File: config.mk
export PLATFORM = sky130hd
export DESIGN_NAME = dco_step_ctrl
export DESIGN_NICKNAME = d
export VERILOG_FILES = /design/src/rtl/dco_step_pkg.sv /design/src/rtl/dco_pin_edge.sv /design/src/rtl/dco_req_arbiter.sv /design/src/rtl/dco_chan_word.sv /design/src/rtl/dco_step_ctrl.sv
export SDC_FILE = /design/constraint.sdc
export NUM_CORES = 1
export LEC_CHECK = 0
export BUFFER_PORTS_ARGS = -buffer_cell sky130_fd_sc_hd__buf_4
export CAP_MARGIN = 20
export CORE_ASPECT_RATIO = 1.5
export CORE_UTILIZATION = 55
export CTS_CLUSTER_DIAMETER = 50
export DETAILED_ROUTE_END_ITERATION = 8
export PLACE_DENSITY_LB_ADDON = 0.08
export SYNTH_ARGS = -nofsm -noshare
export SYNTH_HDL_FRONTEND = slang
export SYNTH_SLANG_ARGS = --single-unit
File: constraint.sdc
create_clock -name clk -period 10 [get_ports clk]
set_clock_uncertainty 0.05 [all_clocks]
set_input_delay 1 -clock clk [delete_from_list [all_inputs] [get_ports clk]]
set_output_delay 1 -clock clk [all_outputs]
set_load 0.05 [all_outputs]
File: src/rtl/dco_step_pkg.sv
package dco_step_pkg;
  typedef enum logic [1:0] {
    LOOP_FREERUN  = 2'd0,
    LOOP_LOCKED   = 2'd1,
    LOOP_ACQUIRE  = 2'd2,
    LOOP_HOLDOVER = 2'd3
  } loop_state_e;

  typedef enum logic [1:0] {
    WR_WORD = 2'd0,
    WR_STEP = 2'd1,
    WR_CMD  = 2'd2,
    WR_NONE = 2'd3
  } wr_kind_e;
endpackage

File: src/rtl/dco_pin_edge.sv
module dco_pin_edge #(
  parameter int SYNC_STAGES = 2
) (
  input  logic clk,
  input  logic rst,
  input  logic pin,
  output logic rise_pulse
);
  localparam int CHAIN = SYNC_STAGES + 1;

  logic [CHAIN-1:0] chain_q;

  always_ff @(posedge clk) begin
    if (rst) chain_q <= '0;
    else     chain_q <= {chain_q[CHAIN-2:0], pin};
  end

  // Pulse when the last synchronized stage is high and its delayed copy is low.
  assign rise_pulse = chain_q[CHAIN-2] & ~chain_q[CHAIN-1];

  AST_PULSE_SINGLE: assert property (@(posedge clk) disable iff (rst)
    rise_pulse |=> !rise_pulse);
endmodule

File: src/rtl/dco_req_arbiter.sv
module dco_req_arbiter
  import dco_step_pkg::*;
(
  input  logic       clk,
  input  logic       rst,
  input  logic       pin_inc,
  input  logic       pin_dec,
  input  logic       cmd_inc,
  input  logic       cmd_dec,
  input  logic [1:0] loop_state,
  output logic       apply_inc,
  output logic       apply_dec,
  output logic       rejected
);
  logic inc_req, dec_req, any_req, mode_ok, conflict, refuse;

  always_comb begin
    inc_req  = pin_inc | cmd_inc;
    dec_req  = pin_dec | cmd_dec;
    any_req  = inc_req | dec_req;
    mode_ok  = (loop_state == LOOP_FREERUN) || (loop_state == LOOP_LOCKED);
    conflict = inc_req & dec_req;
    refuse   = any_req & (conflict | ~mode_ok);
    apply_inc = inc_req & ~dec_req & mode_ok;
    apply_dec = dec_req & ~inc_req & mode_ok;
  end

  always_ff @(posedge clk) begin
    if (rst) rejected <= 1'b0;
    else     rejected <= refuse;
  end

  AST_CONFLICT_REJECT: assert property (@(posedge clk) disable iff (rst)
    (inc_req && dec_req) |=> rejected);
  AST_ONE_DIRECTION: assert property (@(posedge clk) disable iff (rst)
    $onehot0({apply_inc, apply_dec}));
  AST_GATE_REJECT: assert property (@(posedge clk) disable iff (rst)
    (any_req && loop_state[1]) |=> rejected);
  AST_GATE_NO_APPLY: assert property (@(posedge clk) disable iff (rst)
    loop_state[1] |-> !(apply_inc || apply_dec));
  AST_QUIET_NO_REJECT: assert property (@(posedge clk) disable iff (rst)
    !any_req |=> !rejected);
endmodule

File: src/rtl/dco_chan_word.sv
module dco_chan_word #(
  parameter int          WORD_W     = 16,
  parameter int          STEP_W     = 8,
  parameter int unsigned WORD_MIN   = 16,
  parameter int unsigned WORD_MAX   = 65000,
  parameter int unsigned WORD_RESET = 32768,
  parameter int unsigned STEP_RESET = 1
) (
  input  logic              clk,
  input  logic              rst,
  input  logic              sel,
  input  logic              apply_inc,
  input  logic              apply_dec,
  input  logic              ld_word,
  input  logic              ld_step,
  input  logic [WORD_W-1:0] wr_data,
  output logic [WORD_W-1:0] word_q
);
  localparam int XW = WORD_W + 2;
  localparam logic [WORD_W-1:0] MIN_W = WORD_W'(WORD_MIN);
  localparam logic [WORD_W-1:0] MAX_W = WORD_W'(WORD_MAX);
  localparam logic [XW-1:0]     MIN_X = XW'(WORD_MIN);
  localparam logic [XW-1:0]     MAX_X = XW'(WORD_MAX);

  logic [STEP_W-1:0] step_q;
  logic [XW-1:0]     word_x, step_x, up_x, floor_x;
  logic [WORD_W-1:0] up_w, dn_w, ld_w, word_d;

  always_comb begin
    word_x  = XW'(word_q);
    step_x  = XW'(step_q);
    up_x    = word_x + step_x;
    floor_x = MIN_X + step_x;
    up_w = (up_x > MAX_X) ? MAX_W : up_x[WORD_W-1:0];
    dn_w = (word_x < floor_x) ? MIN_W : (word_q - WORD_W'(step_q));
    if (wr_data < MIN_W)      ld_w = MIN_W;
    else if (wr_data > MAX_W) ld_w = MAX_W;
    else                      ld_w = wr_data;

    if (ld_word)                word_d = ld_w;
    else if (sel && apply_inc)  word_d = up_w;
    else if (sel && apply_dec)  word_d = dn_w;
    else                        word_d = word_q;
  end

  always_ff @(posedge clk) begin
    if (rst) begin
      word_q <= WORD_W'(WORD_RESET);
      step_q <= STEP_W'(STEP_RESET);
    end else begin
      word_q <= word_d;
      if (ld_step) step_q <= wr_data[STEP_W-1:0];
    end
  end

  AST_WORD_IN_RANGE: assert property (@(posedge clk) disable iff (rst)
    (word_q >= MIN_W) && (word_q <= MAX_W));
  AST_IDLE_HOLDS: assert property (@(posedge clk) disable iff (rst)
    (!ld_word && !(sel && (apply_inc || apply_dec))) |=> $stable(word_q));
  AST_INC_RISES: assert property (@(posedge clk) disable iff (rst)
    (sel && apply_inc && !ld_word) |=> (word_q >= $past(word_q)));
  AST_DEC_FALLS: assert property (@(posedge clk) disable iff (rst)
    (sel && apply_dec && !ld_word) |=> (word_q <= $past(word_q)));
endmodule

File: src/rtl/dco_step_ctrl.sv
module dco_step_ctrl
  import dco_step_pkg::*;
#(
  parameter int          NUM_CH     = 4,
  parameter int          WORD_W     = 16,
  parameter int          STEP_W     = 8,
  parameter int unsigned WORD_MIN   = 16,
  parameter int unsigned WORD_MAX   = 65000,
  parameter int unsigned WORD_RESET = 32768,
  parameter int unsigned STEP_RESET = 1,
  parameter int          CH_W       = (NUM_CH > 1) ? $clog2(NUM_CH) : 1,
  parameter int          ADDR_W     = CH_W + 2
) (
  input  logic                     clk,
  input  logic                     rst,
  input  logic                     inc_pin,
  input  logic                     dec_pin,
  input  logic                     wr_en,
  input  logic [ADDR_W-1:0]        wr_addr,
  input  logic [WORD_W-1:0]        wr_data,
  input  logic [NUM_CH-1:0]        ch_mask,
  input  logic [1:0]               loop_state,
  output logic [NUM_CH*WORD_W-1:0] freq_words,
  output logic                     rejected
);
  logic       pin_inc_evt, pin_dec_evt;
  logic       cmd_inc, cmd_dec;
  logic       apply_inc, apply_dec;
  logic [1:0] wr_kind;
  logic [CH_W-1:0] wr_ch;

  assign wr_kind = wr_addr[1:0];
  assign wr_ch   = wr_addr[ADDR_W-1:2];
  assign cmd_inc = wr_en && (wr_kind == WR_CMD) && wr_data[0];
  assign cmd_dec = wr_en && (wr_kind == WR_CMD) && wr_data[1];

  dco_pin_edge #(.SYNC_STAGES(2)) u_inc_edge (
    .clk(clk), .rst(rst), .pin(inc_pin), .rise_pulse(pin_inc_evt));
  dco_pin_edge #(.SYNC_STAGES(2)) u_dec_edge (
    .clk(clk), .rst(rst), .pin(dec_pin), .rise_pulse(pin_dec_evt));

  dco_req_arbiter u_arb (
    .clk(clk), .rst(rst),
    .pin_inc(pin_inc_evt), .pin_dec(pin_dec_evt),
    .cmd_inc(cmd_inc), .cmd_dec(cmd_dec),
    .loop_state(loop_state),
    .apply_inc(apply_inc), .apply_dec(apply_dec),
    .rejected(rejected));

  for (genvar c = 0; c < NUM_CH; c++) begin : g_ch
    logic ld_word, ld_step;
    assign ld_word = wr_en && (wr_kind == WR_WORD) && (wr_ch == CH_W'(c));
    assign ld_step = wr_en && (wr_kind == WR_STEP) && (wr_ch == CH_W'(c));

    dco_chan_word #(
      .WORD_W(WORD_W), .STEP_W(STEP_W),
      .WORD_MIN(WORD_MIN), .WORD_MAX(WORD_MAX),
      .WORD_RESET(WORD_RESET), .STEP_RESET(STEP_RESET)
    ) u_word (
      .clk(clk), .rst(rst),
      .sel(ch_mask[c]),
      .apply_inc(apply_inc), .apply_dec(apply_dec),
      .ld_word(ld_word), .ld_step(ld_step),
      .wr_data(wr_data),
      .word_q(freq_words[c*WORD_W +: WORD_W]));
  end
endmodule

======== Word-level counts from Yosys, hierarchy flattened ========
Cells that the tools add are included.
word-level totals
  register bits after elaboration ......... 103
  bits of input ports ..................... 31
  output and inout port bits .............. 65
  logic and storage cells ................. 107
operators by class
  add/subtract/negate cells ............... 12
  $lt $le $gt $ge ......................... 10
  eq/ne operators ......................... 6
  multiplexer cells ....................... 22
  bitwise gates (word level) .............. 17
  reduce and logical (&&, ||, !) cells .... 29
operators with widths
  kind                                                                           number
  16-bit 2-to-1 mux                                                              22
  18-bit by 16-bit > comparator with 1-bit output, second input constant         4
  16-bit by 18-bit less-than comparator with 1-bit output                        4
  16-bit by 8-bit adder with 17-bit output                                       4
  16-bit by 8-bit subtractor with 16-bit output                                  4
  5-bit by 8-bit adder with 9-bit output, first input constant                   4
  1-bit logical AND                                                              21
  16-bit > comparator, second input constant                                     1
  16-bit by 5-bit less-than comparator with 1-bit output, second input constant  1
  3-bit nonzero test                                                             4
  1-bit AND                                                                      8
  2-bit by 1-bit equality test with 1-bit output, second input constant          3
  2-bit equality test, second input constant                                     3
  2-bit logical NOT                                                              3
  1-bit inverter                                                                 5
  1-bit bitwise OR                                                               4
  1-bit logical OR                                                               1

======== Logic depth before layout (Yosys ltp) ========
Gate-level depths: netlist of the first run.
  word-level depth ........................ 11
  gate-level depth with buffers ........... 14
  gate-level depth less buffers ........... 13

======== Cells and area by module ========
A second synthesis of the first run with hierarchy kept.
unflattened totals
  cell total of the unflattened synthesis .. 1431
  area total of the unflattened synthesis .. 10875.4 um^2
by module, submodules not included
  module                               instances  cells an instance  area an instance (um^2)  seq. area each (um^2)
  dco_chan_word at g_ch[0].u_word ...  3          346                2620.0                   480.5
  dco_chan_word at g_ch[1].u_word      1          356                2685.1                   480.5
  dco_pin_edge                         2          7                  87.6                     60.1
  dco_step_ctrl                        1          15                 96.3                     0.0
  dco_req_arbiter                      1          8                  58.8                     20.0

======== Least setup slack after synthesis of the first run ========
No wires, ideal clock.
  path type ............................... register to register
  start point ............................. register g_ch[0].u_word.word_q[1]
  end point ............................... register g_ch[0].u_word.word_q[10]
  library setup time ...................... 0.103 ns
  data arrival time ....................... 3.349 ns
  data required time ...................... 9.847 ns
  setup slack ............................. 6.498 ns
  stages on the path, launching flop included .. 12
  path buffers ............................ 1
  clock period less this slack ............ 3.502 ns
  cell sequence ........................... dfxtp_1 -> ha_1 -> nand2b_4 -> a2111o_1 -> a2111o_1 -> nor3_2 -> o311ai_1 -> a311oi_2 -> nand3_2 -> and2_4 -> buf_6 -> a2111oi_2
on the way
  cells in the longest elaborated chain, start to end .. 5
  elaborated cells between the ends (all ways) .. 9
  classes of those cells .................. 2 x add/sub; 2 x order compare; 5 x mux
RTL lines
  element                                                                               RTL line                                  text
  from (decl)                                                                           dco_chan_word.sv:17                       output logic [WORD_W-1:0] word_q
  from (signal assigned)                                                                dco_chan_word.sv:48                       word_q <= WORD_W'(WORD_RESET);
  from (signal assigned)                                                                dco_chan_word.sv:51                       word_q <= word_d;
  16-bit by 8-bit adder with 17-bit output, or another cell as far along                dco_chan_word.sv:32                       up_x = word_x + step_x;
  18-bit by 16-bit > comparator with 1-bit output or 16-bit 2-to-1 mux (tied branches)  dco_chan_word.sv:34, dco_chan_word.sv:35
  16-bit 2-to-1 mux, on equally long branches                                           dco_chan_word.sv:34, dco_chan_word.sv:42
  16-bit 2-to-1 mux *                                                                   dco_chan_word.sv:41                       else if (sel && apply_inc) word_d = up_w;
  16-bit 2-to-1 mux *                                                                   dco_chan_word.sv:40                       if (ld_word) word_d = ld_w;
Mark *: on every way between the ends. The rest lies on a longest branch, timed or not. The select of a mux whose other input is x is not followed.
A chain may end at the register's enable or synchronous reset.

======== Worst setup path after layout of the first run ========
  start point ............................. register g_ch[3].u_word.word_q[0]
  end point ............................... register g_ch[3].u_word.word_q[3]
on the way
  cells in the longest elaborated chain, start to end .. 5
  elaborated cells between the ends (all ways) .. 9
  classes of those cells .................. 2 x add/sub; 2 x order compare; 5 x mux
RTL lines
  element                                                                               RTL line
  from (decl)                                                                           dco_chan_word.sv:17
  from (signal assigned)                                                                dco_chan_word.sv:48
  from (signal assigned)                                                                dco_chan_word.sv:51
  16-bit by 8-bit adder with 17-bit output, or another cell as far along                dco_chan_word.sv:32
  18-bit by 16-bit > comparator with 1-bit output or 16-bit 2-to-1 mux (tied branches)  dco_chan_word.sv:34, dco_chan_word.sv:35
  16-bit 2-to-1 mux, on equally long branches                                           dco_chan_word.sv:34, dco_chan_word.sv:42
  16-bit 2-to-1 mux *                                                                   dco_chan_word.sv:41
  16-bit 2-to-1 mux *                                                                   dco_chan_word.sv:40
Marks and branches as above.

==> flow_summary.toml, run 1 <==
[power]
p_per_area_nw_per_um2 = 121
irDropWorstVdd_uv = 87.4
p_leak_nw = 4.62
power.total_mw = 1.40

[clock_tree]
cts_inserted_buffers = 9
clk_latency_ns = 0.37
root_buffer = "clkbuf_16"
clock_path_buffers = 2
cts_max_level = 3
tritoncts = "yes"
clk_pin_slew_ns = 0.07
hold_buffers = 0
clkSinkCount = 103
postCtsSetupBuffers = 0
cts_resized = 0

[drt]
vias_per_cell = 6.57
routed_wl_um = 34100
drt_iter0_drc = 832
drc = 0
dr_total_vias = 11000
wl_per_cell_um = 20.4
postRouteAntennaNets = 0
drtPass1Iterations = 6

[sta]
finalCritPeriodShare = 0.394
finalSetupViolCount = 0
min_period_ns = 3.94
drv_slew = 0
fin_setup_tns_ns = 0
worst_pin_slew_ns = 1.23
rsz0062_at_grt = "false"
max_freq_mhz = 254
relSlewSlack = 0.171
hold_viol = 0

[critical_path]
reg2reg_depth = 11
max_stage_delay_ns = 0.58
crit_chain = "ha_1, fa_1, nor2b_1, o2111ai_1, nand3_1, a31oi_1, o221ai_1, a211oi_2, a21oi_1, or2_1, a2111oi_2"
crit_path_start = "g_ch[3].u_word.word_q[0]"
required_ns = 10.20
setup.worst_path.start_class = "register"
cp_max_fo = 9
r2r_end = "g_ch[3].u_word.word_q[3]"
r2r_start = "g_ch[3].u_word.word_q[0]"
crit_end = "g_ch[3].u_word.word_q[3]"
endpoint_kind = "register"
crit_arrival_ns = 4.14
crit_slowest_cell = "a31oi_1"
r2r_slack_ns = 6.06
crit_type = "register to register"

[logic_synthesis]
synth_seq_cells = 103
synth_area_leaders = "dfxtp_1 20%, ha_1 9.9%, nor2_1 5.4%, a21oi_1 4.7%, xnor2_1 3.7%"
yosysWarnings = 0
synth_top_area_share = 0.195
synth_common_cells = "151 x nor2_1, 103 x dfxtp_1, 100 x a21oi_1, 95 x nand2_1, 84 x ha_1"
ys_seq_area_frac = 0.195
synth_most_common_cell = "nor2_1"
synth.largest_area_cell = "dfxtp_1"
synth_edf_count = 0
synth_nets = 1503
synthCells = 1380
syn_area_per_cell_um2 = 7.65
synth-main-ff-cell = "dfxtp_1"
synth_cell_types = 98
synthArstFlopShare = 0
syn_area_um2 = 10600

[die]
io_pins = 96
initial_core_util = 0.565
die_y_um = 172
rows = 61
die-width_um = 115
core_um2 = 18700
die-area_um2 = 19800

[final_layout]
finalNetCount = 1536
area_growth_syn_to_layout_pct = 9.74
fillers = 1780
drive_gt1_frac = 0.131
diodes = 0

[grt]
grt-ovfl-total = 0
grt_usage = 0.348
grt_start_max_net_pins = 66
grt_pass1_wl_um = 53400
grt_pass1_vias = 10100
antenna_found_initial = 0

[min_path]
hp-class = "register to register"

[placed_design]
io_buffers = 94
gp_congestion = 0.908
dp.final_hpwl_um = 25200

[flow_run]
max_cap_viol_count = 0

[run_status]
status = "finished clean"
-- registers in the layout (all words and copies together) (netlist names) --
name and cells:
u_dec_edge.chain_q 3, g_ch.u_word.step_q 32, g_ch.u_word.word_q 64, u_inc_edge.chain_q 3, u_arb.rejected 1
-- logic make-up after synthesis --
kind of cell / Yosys count / synth area share
DFF: 103 / 0.195
and+or+nand+nor: 487 / 0.228
xor gates and xnor gates: 60 / 0.0497
AOI/OAI and AO/OA: 442 / 0.318
muxes: 34 / 0.0325
adders and majority gates: 93 / 0.116
buffers and inverters: 161 / 0.0611
-- where the power goes --
| part | switching, mW | internal (mW) |
|---|---|---|
| clock | 0.177 | 0.177 |
| combinational | 0.351 | 0.224 |
| sequential | 0.0428 | 0.431 |
-- per-stage QoR --
stage | util | hold WS, ns | worst slack (ns) | cell area [um^2] | std cells
final | 0.620 | 0.406 | 6.06 | 11600 | 1670
after global placement | 0.604 | 0.392 | 6.01 | 11300 | 1653
after floorplan | - | 0.364 | 6.50 | 10600 | 1380
after global routing | 0.620 | 0.430 | 5.84 | 11600 | 1670
after detailed placement | 0.605 | 0.390 | 5.96 | 11300 | 1654
after CTS | 0.620 | 0.412 | 6.09 | 11600 | 1670
-- layout make-up --
type	instances	area, um^2	area share
flip-flops and latches	103	2060	0.178
inverters	80	300	0.0259
repair buffers	103	777	0.0670
well taps	252	315	0.0272
clock buffers	10	239	0.0206
clock inverters	6	42.5	0.00367
multi-input cells	1116	7860	0.678
-- placed cells by master (no fill, tap or decap), drive strengths merged, types with 8 or more instances in the layout --
cell type and count:
a21oi 100, xnor2 45, o221ai 16, clkbuf 10
and3 12, o21ai 75, nor2 152, dfxtp 103
nand4 14, buf 103, nor4 19, o22ai 13
a31oi 21, o2bb2ai 9, inv 81, nor2b 19
a221oi 14, fa 8, or2 16, or3 16
nand2 95, nor3 46, a22oi 10, o31ai 17
mux2i 32, a211oi 17, o211ai 11, xor2 15
a21o 20, nand3 40, and2 10, nand2b 26
o311ai 9, a2111oi 23, o21a 10, ha 84
-- how the worst min path moves through the flow --
stage | slack (ns) | depth (start not counted) | end | from
after floorplan | 0.36 | 1 | u_dec_edge.chain_q[1] | u_dec_edge.chain_q[0]
after detailed placement | 0.39 | 1 | u_inc_edge.chain_q[1] | u_inc_edge.chain_q[0]
final | 0.41 | 1 | u_inc_edge.chain_q[1] | u_inc_edge.chain_q[0]
after global routing | 0.43 | 1 | u_inc_edge.chain_q[1] | u_inc_edge.chain_q[0]
after CTS | 0.41 | 1 | u_inc_edge.chain_q[1] | u_inc_edge.chain_q[0]
after global placement | 0.39 | 1 | u_inc_edge.chain_q[1] | u_inc_edge.chain_q[0]
-- critical path, delay by kind of cell (launching register included) --
family / cells / cell delay (ns)
compound gates: 6 / 1.99
simple gates: 3 / 0.75
fa+ha+maj: 2 / 0.69
flops: 1 / 0.35
-- routing by layer --
metal,vias up,track usage,share of wire
li1,5161,-,-
met1,5232,0.427,0.41
met4,0,0.186,0.045
met5,-,0,0
met2,484,0.595,0.49
met3,103,0.0342,0.059
Note: power is estimated with default switching activity, not from simulation.
==> run 2, diff against run 1 <==
Clock period 10 ns to 3.7 ns, I/O delays scaled along.
==> run 2 against run 1 <==
Compared with the run above: combinational power grew to 2.8 times the previous value; register-to-register slack lost 5.9 ns; count of clock-buffer cells in the layout grew 1; design area grew 3.2%; critical path type unchanged; power grew to 2.7 times the previous value; non-clock buffer count grew 49; largest power group unchanged; clock power grew to 2.7 times the previous value.
==> flow_summary.toml, run 2 (synthesis results as in run 1) <==
[run_status]
status = "finished clean"

[power]
p_switching_mw = 1.56
comb_power_share = 0.423
p_per_area_nw_per_um2 = 321
irDropWorstVdd_uv = 226
p_seq_frac = 0.330
p_leak_nw = 4.86
p_sw_frac = 0.407
p_int_mw = 2.27
clock_power_share = 0.247

[placed_design]
dp.final_hpwl_um = 26700
io_buffers = 94
placed_cells = 1703
place_area_um2 = 11700
gp_congestion = 0.943

[final_layout]
post-route-util = 0.639
final_common_cell = "buf_4"
area_growth_syn_to_layout_pct = 13.2
diodes = 0
design_area_um2 = 12000
largest_register_ffs = 64
top_regs = "g_ch.u_word.word_q: 64 flops, g_ch.u_word.step_q: 32 flops"
drive_gt1_frac = 0.160
final_cell_mix = "152 x buf_4, 151 x nor2_1, 103 x dfxtp_1, 100 x a21oi_1, 95 x nand2_1"
fillers = 1764
layoutNonFillerInstCount = 1719
regMostFlops = "g_ch.u_word.word_q"
finalNetCount = 1585

[drt]
routed_wl_um = 35100
drt_iter0_drc = 874
vias_per_cell = 6.45
drc = 0
postRouteAntennaNets = 0
drtPass1Iterations = 7
wl_per_cell_um = 20.4
dr_total_vias = 11100

[die]
die_y_um = 172
die-width_um = 115
core_um2 = 18700
rows = 61
initial_core_util = 0.565
io_pins = 96
die-area_um2 = 19800

[grt]
grt-ovfl-total = 0
grt_usage = 0.358
grt_start_max_net_pins = 46
grt_pass1_wl_um = 54500
grt_pass1_vias = 10300
antenna_found_initial = 0

[critical_path]
crit_type = "register to register"
path_buf_inv = 2
cp_top_family = "compound AO/OA/AOI/OAI gates"
r2r_slack_ns = 0.13
required_ns = 3.90
setup.worst_path.start_class = "register"
reg2reg_depth = 12
cp_max_fo = 11
max_stage_delay_ns = 0.49
crit_slowest_cell = "a2111o_1"
crit_chain = "inv_1, ha_1, nand2b_4, a2111o_1, a2111o_1, a311oi_1, o21ai_1, o311ai_1, buf_4, nand3_2, and2_4, a2111oi_2"
endpoint_kind = "register"
cpMostUsedCell = "a2111o_1"
crit_arrival_ns = 3.78
critical_path_depth = 12

[sta]
finalCritPeriodShare = 0.966
max_freq_mhz = 280
rsz0062_at_grt = "false"
drv_slew = 0
worst_pin_slew_ns = 0.902
finalSetupViolCount = 0
hold_viol = 0
fin_setup_tns_ns = 0
relSlewSlack = 0.397
min_period_ns = 3.57

[clock_tree]
clkSinkCount = 103
clk_pin_slew_ns = 0.08
clock_path_buffers = 2
root_buffer = "clkbuf_16"
clk_latency_ns = 0.37
tritoncts = "yes"
cts_max_level = 3
cts_inserted_buffers = 9

[min_path]
whs_path_depth = 2
hp-class = "primary input to register"

[flow_run]
max_cap_viol_count = 0
-- run 2: power by group through the flow --
stage | Sequential [mW] | Combinational (mW) | Clock, mW
3_3_place_gp | 1.29 | 1.57 | 0
2_1_floorplan | 1.41 | 1.03 | 0
6_report | 1.27 | 1.62 | 0.945
3_5_place_dp | 1.29 | 1.60 | 0
5_1_grt | 1.27 | 1.76 | 0.986
4_1_cts | 1.26 | 1.60 | 0.943
-- run 2: final timing paths --
| kind | from | endpoint |
|---|---|---|
| worst max register to register | g_ch[0].u_word.step_q[1] | g_ch[0].u_word.word_q[13] |
| worst min-delay path | inc_pin | u_inc_edge.chain_q[0] |
| worst min register to register | u_inc_edge.chain_q[1] | u_inc_edge.chain_q[2] |
| worst max-delay path | g_ch[0].u_word.step_q[1] | g_ch[0].u_word.word_q[13] |
-- run 2: repair_timing --
item	CTS	global route
hold buffers	0	0
setup endpoints to repair	0	1
buffers inserted	0	0
gates resized for setup	0	1
-- run 2: stage by stage --
step           worst slack [ns]  hold WS [ns]  power, mW
2_1_floorplan             0.198         0.364       2.44
3_3_place_gp              0.295         0.396       2.86
3_5_place_dp              0.203         0.399       2.88
4_1_cts                   0.171         0.170       3.81
5_1_grt                 0.00448         0.170       4.02
6_report                  0.126         0.169       3.83
-- run 2: area by class of cell --
cell class / count / area [um^2] / area share
multi-input combinational: 1116 / 7860 / 0.658
sequential: 103 / 2060 / 0.172
clock buffer: 11 / 233 / 0.0195
timing repair buffer: 152 / 1140 / 0.0954
clock inverter: 5 / 43.8 / 0.00366
inverter: 80 / 300 / 0.0251
tap: 252 / 315 / 0.0264
-- run 2: layer usage --
| metal | routed length, um | up-vias | track usage |
|---|---|---|---|
| li1 | - | 5253 | - |
| met1 | 13600 | 5265 | 0.413 |
| met2 | 17600 | 453 | 0.623 |
| met3 | 2170 | 112 | 0.0525 |
| met4 | 1810 | 0 | 0.206 |
| met5 | 0 | - | 0 |
==> run 3, diff against run 2 <==
Settings changed: RECOVER_POWER set to 100, SLEW_MARGIN set to 20.
==> run 3 against run 2 <==
Compared with the run above: die area unchanged; utilization decreased by 2.0 points; register-to-register slack gained 0.02 ns; via count down 0.58%; maximum frequency increased by 0.62%; critical endpoint unchanged; highest routed layer unchanged.
==> flow_summary.toml, run 3 (synthesis results as in run 1) <==
[grt]
grt_busiest_layer = "met2"
grt_pass1_wl_um = 54500
antenna_found_initial = 0
grt_start_max_net_pins = 46
grt_pass1_vias = 10300
grt_usage = 0.358
grt-ovfl-total = 0
use_met3 = 0.0525
grt_use_met2 = 0.623
gr-usage-met1 = 0.413

[final_layout]
diodes = 0
regMostFlops = "g_ch.u_word.word_q"
finalNetCount = 1585
post-route-util = 0.619
area_growth_syn_to_layout_pct = 9.63
drive_gt1_frac = 0.103
final_cell_mix = "151 x nor2_1, 103 x dfxtp_1, 100 x a21oi_1, 95 x nand2_1, 84 x ha_1"
top_regs = "g_ch.u_word.word_q: 64 flops, g_ch.u_word.step_q: 32 flops"
final_common_cell = "nor2_1"
fillers = 1867
largest_register_ffs = 64

[flow_run]
max_cap_viol_count = 0

[drt]
wl_per_cell_um = 20.5
dr_total_vias = 11000
postRouteAntennaNets = 0
drc = 0
drtPass1Iterations = 7
vias_per_cell = 6.41
drt_iter0_drc = 829
routed_wl_um = 35200

[critical_path]
crit_arrival_ns = 3.75
r2r_slack_ns = 0.15
endpoint_kind = "register"
r2r_end = "g_ch[0].u_word.word_q[13]"
reg2reg_depth = 12
cp_max_fo = 11
setup.worst_path.start_class = "register"
required_ns = 3.90
crit_type = "register to register"
r2r_start = "g_ch[0].u_word.step_q[1]"

[clock_tree]
clkSinkCount = 103
clock_path_buffers = 2
clk_latency_ns = 0.37
tritoncts = "yes"
root_buffer = "clkbuf_16"
postCtsSetupBuffers = 0
cts_resized = 0
clk_pin_slew_ns = 0.08
hold_buffers = 0
cts_max_level = 3
cts_inserted_buffers = 9

[sta]
timing.final.ws_setup_ns = 0.147
min_period_ns = 3.55
hold_viol = 0
worst_pin_slew_ns = 0.884
fin_setup_tns_ns = 0
rsz0062_at_grt = "false"
finalSetupViolCount = 0
drv_slew = 0
finalCritPeriodShare = 0.960
relSlewSlack = 0.408
max_freq_mhz = 281

[min_path]
hp-class = "primary input to register"
hp-start = "inc_pin"
min_to = "u_inc_edge.chain_q[0]"
whs_path_depth = 2

[power]
power.total_mw = 3.76
irDropWorstVdd_uv = 225
p_per_area_nw_per_um2 = 324
p_leak_nw = 4.58

[placed_design]
gp_congestion = 0.943
dp.final_hpwl_um = 26700
dp_slack_ns = 0.203
io_buffers = 94

[die]
core_um2 = 18700
die_y_um = 172
die-area_um2 = 19800
io_pins = 96
die-width_um = 115
initial_core_util = 0.565
rows = 61

[run_status]
status = "finished clean"
==> run 3: cell type report <==
cell class | instances | area (um^2) | area share
repair buffers | 152 | 882 | 0.0762
multi-input cells | 1116 | 7740 | 0.669
well taps | 252 | 315 | 0.0272
flip-flops and latches | 103 | 2060 | 0.178
clock inverters | 5 | 43.8 | 0.00378
clock buffers | 11 | 233 | 0.0201
inverters | 80 | 300 | 0.0259
==> run 3: metal layers <==
| metal | up-vias | wire length (um) | share of wire |
|---|---|---|---|
| met5 | - | 0 | 0 |
| met4 | 0 | 1850 | 0.053 |
| met3 | 111 | 2080 | 0.059 |
| met2 | 431 | 17400 | 0.50 |
| met1 | 5219 | 13800 | 0.39 |
| li1 | 5258 | - | - |
==> run 3: worst max-delay path by stage <==
| stage | from | to | slack (ns) | depth (start not counted) |
|---|---|---|---|---|
| 3_5_place_dp | g_ch[0].u_word.step_q[1] | g_ch[0].u_word.word_q[13] | 0.20 | 12 |
| 6_report | g_ch[0].u_word.step_q[1] | g_ch[0].u_word.word_q[13] | 0.15 | 12 |
| 3_3_place_gp | g_ch[0].u_word.step_q[1] | g_ch[0].u_word.word_q[13] | 0.29 | 12 |
| 4_1_cts | g_ch[0].u_word.step_q[1] | g_ch[0].u_word.word_q[13] | 0.17 | 12 |
| 2_1_floorplan | g_ch[0].u_word.word_q[1] | g_ch[0].u_word.word_q[10] | 0.20 | 11 |
| 5_1_grt | g_ch[3].u_word.word_q[1] | g_ch[3].u_word.word_q[12] | 0.01 | 11 |
==> run 3: stage by stage <==
stage | std cells | hold WS (ns) | area (um^2)
floorplan | 1380 | 0.364 | 10600
global placement | 1703 | 0.396 | 11700
detailed placement | 1703 | 0.399 | 11700
CTS | 1719 | 0.170 | 12000
global route | 1719 | 0.170 | 11600
finish | 1719 | 0.172 | 11600
==> run 3: critical path, cell delays in order (launching register included) <==
cell,delay [ns]
dfxtp_1,0.40
inv_1,0.10
ha_1,0.29
nand2b_4,0.14
a2111o_1,0.47
a2111o_1,0.50
a311oi_1,0.38
o21ai_1,0.10
o311ai_1,0.11
buf_4,0.18
nand3_2,0.12
and2_4,0.28
a2111oi_2,0.32
==> run 3: where the power goes <==
part,switching (mW),internal (mW)
Sequential,0.101,1.16
Clock,0.474,0.465
Combinational,0.958,0.593
Total,1.53,2.22
